**config.mk**
```make
export PLATFORM = sky130hd
export DESIGN_NAME = berr_fault_ctl
export DESIGN_NICKNAME = d
export VERILOG_FILES = /design/src/rtl/berr_pkg.sv /design/src/rtl/berr_windows.sv /design/src/rtl/berr_latch.sv /design/src/rtl/berr_lock.sv /design/src/rtl/berr_capture.sv /design/src/rtl/berr_fault_ctl.sv
export SDC_FILE = /design/constraint.sdc
export NUM_CORES = 1
export LEC_CHECK = 0
export ABC_AREA = 1
export BUFFER_PORTS_ARGS = -buffer_cell sky130_fd_sc_hd__clkbuf_2
export CAP_MARGIN = 0
export CORE_MARGIN = 8
export CORE_UTILIZATION = 47
export CTS_CLUSTER_SIZE = 8
export DETAILED_ROUTE_END_ITERATION = 6
export PLACE_DENSITY = 0.82
export REMOVE_ABC_BUFFERS = 1
export SETUP_SLACK_MARGIN = 0.4
export SLEW_MARGIN = 20
export SYNTH_ARGS = -nofsm -noshare
export SYNTH_HDL_FRONTEND = slang
export SYNTH_SLANG_ARGS = --single-unit
export TNS_END_PERCENT = 50
```
**constraint.sdc**
```tcl
create_clock -name clk -period 2.3 [get_ports clk]
set_input_delay 0.46 -clock clk [delete_from_list [all_inputs] [get_ports clk]]
set_output_delay 0.46 -clock clk [all_outputs]
set_load 0.005 [all_outputs]
```
**src/rtl/berr_pkg.sv**
```systemverilog
package berr_pkg;
  localparam int unsigned BYTE_W = 8;

  // all-ones image laid over a given number of bytes
  function automatic logic [63:0] byte_fill(input int unsigned nbytes);
    logic [63:0] v;
    v = '0;
    for (int unsigned i = 0; i < 8; i++)
      if (i < nbytes) v[i*BYTE_W +: BYTE_W] = 8'hFF;
    return v;
  endfunction

  // a bus error is fatal when any guard window is open
  function automatic logic is_double_fault(input logic berr, input logic rwin,
                                           input logic ewin);
    return berr & (rwin | ewin);
  endfunction
endpackage

```
**src/rtl/berr_windows.sv**
```systemverilog
module berr_windows (
  input  logic clk,
  input  logic rst_n,
  input  logic exc_start_i,
  input  logic first_insn_i,
  input  logic locked_i,
  output logic rst_win_o,
  output logic exc_win_o
);
  logic rst_win_q, exc_win_q;

  always_ff @(posedge clk or negedge rst_n) begin
    if (!rst_n) begin
      rst_win_q <= 1'b1;
      exc_win_q <= 1'b0;
    end else begin
      if (first_insn_i) rst_win_q <= 1'b0;
      if (first_insn_i)
        exc_win_q <= 1'b0;
      else if (exc_start_i && !rst_win_q && !locked_i)
        exc_win_q <= 1'b1;
    end
  end

  assign rst_win_o = rst_win_q;
  assign exc_win_o = exc_win_q;
endmodule

```
**src/rtl/berr_latch.sv**
```systemverilog
module berr_latch (
  input  logic clk,
  input  logic rst_n,
  input  logic berr_i,
  input  logic dfault_i,
  input  logic insn_done_i,
  input  logic first_insn_i,
  input  logic exc_win_i,
  input  logic locked_i,
  output logic flag_o,
  output logic req_o
);
  logic flag_q, req_q;
  logic ord_err;

  assign ord_err = berr_i & ~dfault_i;

  always_ff @(posedge clk or negedge rst_n) begin
    if (!rst_n) begin
      flag_q <= 1'b0;
      req_q  <= 1'b0;
    end else begin
      if (ord_err && !locked_i)
        flag_q <= 1'b1;
      else if (first_insn_i && exc_win_i)
        flag_q <= 1'b0;
      req_q <= insn_done_i & (flag_q | ord_err) & ~exc_win_i
               & ~locked_i & ~dfault_i;
    end
  end

  assign flag_o = flag_q;
  assign req_o  = req_q;
endmodule

```
**src/rtl/berr_lock.sv**
```systemverilog
module berr_lock (
  input  logic clk,
  input  logic rst_n,
  input  logic dfault_i,
  output logic locked_o,
  output logic halt_oe_o
);
  logic locked_q, halt_q;

  always_ff @(posedge clk or negedge rst_n) begin
    if (!rst_n) begin
      locked_q <= 1'b0;
      halt_q   <= 1'b0;
    end else if (dfault_i) begin
      locked_q <= 1'b1;
      halt_q   <= 1'b1;
    end
  end

  assign locked_o  = locked_q;
  assign halt_oe_o = halt_q;
endmodule

```
**src/rtl/berr_capture.sv**
```systemverilog
module berr_capture #(
  parameter int unsigned DW = 16
) (
  input  logic          clk,
  input  logic          rst_n,
  input  logic          cyc_end_i,
  input  logic          berr_i,
  input  logic          prefetch_i,
  input  logic [DW-1:0] rdata_i,
  output logic [DW-1:0] cap_o
);
  import berr_pkg::*;
  localparam int unsigned NBYTES = DW / BYTE_W;
  localparam logic [63:0] FILL64 = byte_fill(NBYTES);
  localparam logic [DW-1:0] FILL = FILL64[DW-1:0];

  logic [DW-1:0] cap_q;

  always_ff @(posedge clk or negedge rst_n) begin
    if (!rst_n)
      cap_q <= '0;
    else if (cyc_end_i) begin
      if (!berr_i)
        cap_q <= rdata_i;
      else if (prefetch_i)
        cap_q <= FILL;
    end
  end

  assign cap_o = cap_q;
endmodule

```
**src/rtl/berr_fault_ctl.sv**
```systemverilog
module berr_fault_ctl #(
  parameter int unsigned DW = 16
) (
  input  logic          clk,
  input  logic          rst_n,
  input  logic          berr_i,
  input  logic          insn_done_i,
  input  logic          exc_start_i,
  input  logic          first_insn_i,
  input  logic          arb_req_i,
  input  logic          cyc_end_i,
  input  logic          prefetch_i,
  input  logic [DW-1:0] rdata_i,
  output logic          exc_req_o,
  output logic          err_flag_o,
  output logic          locked_o,
  output logic          halt_oe_o,
  output logic          arb_gnt_o,
  output logic [DW-1:0] cap_data_o
);
  import berr_pkg::*;

  // named internal events, visible to the bound checker
  logic rst_win, exc_win, dfault_evt, gnt_q;

  assign dfault_evt = is_double_fault(berr_i, rst_win, exc_win) & ~locked_o;

  berr_windows u_win (
    .clk(clk), .rst_n(rst_n), .exc_start_i(exc_start_i),
    .first_insn_i(first_insn_i), .locked_i(locked_o),
    .rst_win_o(rst_win), .exc_win_o(exc_win)
  );

  berr_latch u_latch (
    .clk(clk), .rst_n(rst_n), .berr_i(berr_i), .dfault_i(dfault_evt),
    .insn_done_i(insn_done_i), .first_insn_i(first_insn_i),
    .exc_win_i(exc_win), .locked_i(locked_o),
    .flag_o(err_flag_o), .req_o(exc_req_o)
  );

  berr_lock u_lock (
    .clk(clk), .rst_n(rst_n), .dfault_i(dfault_evt),
    .locked_o(locked_o), .halt_oe_o(halt_oe_o)
  );

  berr_capture #(.DW(DW)) u_cap (
    .clk(clk), .rst_n(rst_n), .cyc_end_i(cyc_end_i), .berr_i(berr_i),
    .prefetch_i(prefetch_i), .rdata_i(rdata_i), .cap_o(cap_data_o)
  );

  // arbitration path kept apart from the lock
  always_ff @(posedge clk or negedge rst_n) begin
    if (!rst_n) gnt_q <= 1'b0;
    else        gnt_q <= arb_req_i;
  end
  assign arb_gnt_o = gnt_q;
endmodule

```
==> run_results.csv <==
group,metric,value,unit
detailed_routing,vias,759,
critical_path,max_stage_delay,0.51,ns
detailed_routing,highest_layer,"met4",
sta,skew,0.00674,ns
power_and_ir_drop,power_leakage,0.594,nW
critical_path,slowest_stage,"o21ai_4",
global_route,grt_usage,11.8,%
clock_network,htree_num_levels,1,
floorplan,fp.dieArea,0.00357,mm²
detailed_routing,antenna_left,0,
place,dp_hpwl,1.59,mm
floorplan,fp.dieW,59.7,µm
critical_path,cp-start-kind,"input port",
power_and_ir_drop,p_total,0.736,mW
critical_path,cp.required,2.46,ns
detailed_routing,wl_per_cell,12.3,µm
final_layout,utilization,60.2,%
clock_network,numCtsBuffers,3,
clock_network,clk_pin_slew,0.12,ns
sta,setup_viol,0,
sta,fmax,717,MHz
critical_path,critPathArrivalTime,1.55,ns
final_layout,n_antenna_cell,0,
clock_network,clock-sinks,22,
clock_network,root_buffer,"clkbuf_4",
floorplan,dieHeight,59.7,µm
final_layout,area_growth,26.2,%
sta,timing_worst_slew_pin_value,0.621,ns
detailed_routing,drc,0,
detailed_routing,drt_iter0_drc,15,
clock_network,clock_latency,0.30,ns
final_layout,final-seq-area,552,µm²
sta,rsz0062_at_grt,"false",
detailed_routing,met1_length,921,µm
sta,slew_violations,0,
final_layout,final_common_cell,"clkbuf_2",
critical_path,crit_fanout,32,
detailed_routing,avgViaCountPerCell,4.60,
final_layout,final_nets,164,
sta,final.min_clock_period,1.39,ns
detailed_routing,met2_length,860,µm
logic_synthesis,netlist_area,898,µm²
floorplan,initial_core_util,47.7,%
final_layout,drive_above_1_share,37.7,%
detailed_routing,dr_wl_met3,222,µm
logic_synthesis,ys_warn_count,0,
global_route,grt_pass1_vias,782,
floorplan,io_pins,46,
power_and_ir_drop,ir_drop,0.000419,V
floorplan,core_area,0.00188,mm²
place,numPortBuffers,45,
global_route,grt_max_degree,33,
floorplan,rows,16,
place,place.gp.congestion,0.759,
critical_path,rr_startpoint,"u_win.rst_win_o$_DFFE_PN1P_",
final_layout,final_cell_mix,"45 x clkbuf_2, 21 x dfrtp_1, 20 x nor2_1, 19 x nand2_1, 17 x o21ai_0",
clock_network,cts_setup_buffers,0,
logic_synthesis,ys_ff_latch,22,
critical_path,r2r_slack,1.28,ns
detailed_routing,firstDrtPassIters,6,
clock_network,cts_tree,"done",
hold_path,hold_class,"input port to asynchronous set/reset pin",
logic_synthesis,syn_avg_cell_area,9.46,µm²
critical_path,cp-end-kind,"flop",
clock_network,clockBufferDepth,2,
logic_synthesis,synthesis.instances,95,
clock_network,cts_resized,0,
logic_synthesis,synth_cell_types,16,
sta,period_share,60.6,%
final_layout,fill_cells,184,
critical_path,rr_endpoint,"u_latch.flag_o$_DFFE_PN0P_",
logic_synthesis,yosysSeqAreaShare,61.4,%
critical_path,crit_chain,"clkbuf_2 > inv_2 > o21ai_4 > o21ai_0",
sta,max_slew_margin,58.4,%
clock_network,cts_hold_buf,0,
critical_path,path_class,"input port to flop",
flow_run,drv_cap,0,
detailed_routing,routed_wl,2.03,mm
global_route,gr-total-overflow,0,
final_layout,multi_input_area,278,µm²
sta,hold_viol_final,0,
outcome,status,"finished clean",
power_and_ir_drop,powerDensity,650,mW/mm²
sta,setup_tns,0,ns
global_route,antenna_found_initial,0,
critical_path,rr_worst_depth,3,
global_route,grt_pass1_wl,3.32,mm
sequential cells by signal, summed over array words and instances (netlist names):
name,count
arb_gnt_o,1
u_cap.cap_o,16
u_latch.flag_o,1
u_latch.req_o,1
u_lock.locked_o,1
u_win.exc_win_o,1
u_win.rst_win_o,1
cell families (layout without fill, tap and decap cells):
family                 after synthesis  in the layout  synth area share [%]
AOI/OAI and AO/OA                   22             22                  14.1
buffers and inverters               11             54                  7.66
DFF                                 22             22                  61.4
and+or+nand+nor                     40             40                  16.9
layer usage:
layer  GRT usage, %  up-vias
li1               -      387
met1           13.3      334
met3           4.73        4
met5              0        -
met2           19.4       34
met4           4.08        0
worst max-delay path, delay by kind of cell:
| family | cells | cell delay (ns) |
|---|---|---|
| compound gates | 2 | 0.69 |
| buf+inv | 2 | 0.40 |
final cells by class:
cell class	instances	share of cell area, %
Inverter	5	1.66
Clock buffer	4	2.32
Timing Repair Buffer	45	19.9
Sequential cell	22	48.7
Multi-Input combinational cell	62	24.5
Tap cell	27	2.98
synthesized netlist by cell type:
master	count	share of area, %
a21oi_1	1	0.56
nand2_1	19	7.9
inv_2	1	0.42
dfrtp_1	21	58
dfstp_2	1	2.9
inv_1	4	1.7
buf_4	3	2.5
nand3_1	1	0.56
buf_6	2	2.5
o21ai_1	1	0.56
a31oi_1	1	0.70
nor2_1	20	8.4
o21ai_4	1	1.8
o21ai_0	17	9.5
o21ai_2	1	0.98
buf_2	1	0.56
power by group:
group          leakage, nW  internal (mW)  switching [mW]  total, mW
clock network       0.0150         0.0675           0.108      0.175
registers            0.259          0.422          0.0183      0.441
logic                0.320         0.0562          0.0646      0.121
total                0.594          0.546           0.190      0.736
stage by stage:
stage / hold slack (ns) / setup slack [ns] / std cells / area [µm²]
after floorplan: 0.164 / 1.14 / 89 / 848
after global placement: 0.462 / 0.640 / 161 / 1110
after detailed placement: 0.467 / 0.554 / 161 / 1110
after CTS: 0.129 / 0.884 / 165 / 1130
after global routing: 0.148 / 0.781 / 165 / 1130
final: 0.112 / 0.906 / 165 / 1130
worst max-delay path by stage:
| stage | start | to | slack [ns] |
|---|---|---|---|
| 2_1_floorplan | berr_i | u_cap.cap_o[0]$_DFFE_PN0P_ | 1.14 |
| 3_3_place_gp | berr_i | u_cap.cap_o[11]$_DFFE_PN0P_ | 0.64 |
| 3_5_place_dp | berr_i | u_cap.cap_o[4]$_DFFE_PN0P_ | 0.55 |
| 4_1_cts | berr_i | u_cap.cap_o[4]$_DFFE_PN0P_ | 0.88 |
| 5_1_grt | berr_i | u_cap.cap_o[13]$_DFFE_PN0P_ | 0.78 |
| 6_report | berr_i | u_cap.cap_o[4]$_DFFE_PN0P_ | 0.91 |
Note: power is estimated with default switching activity, not from simulation.
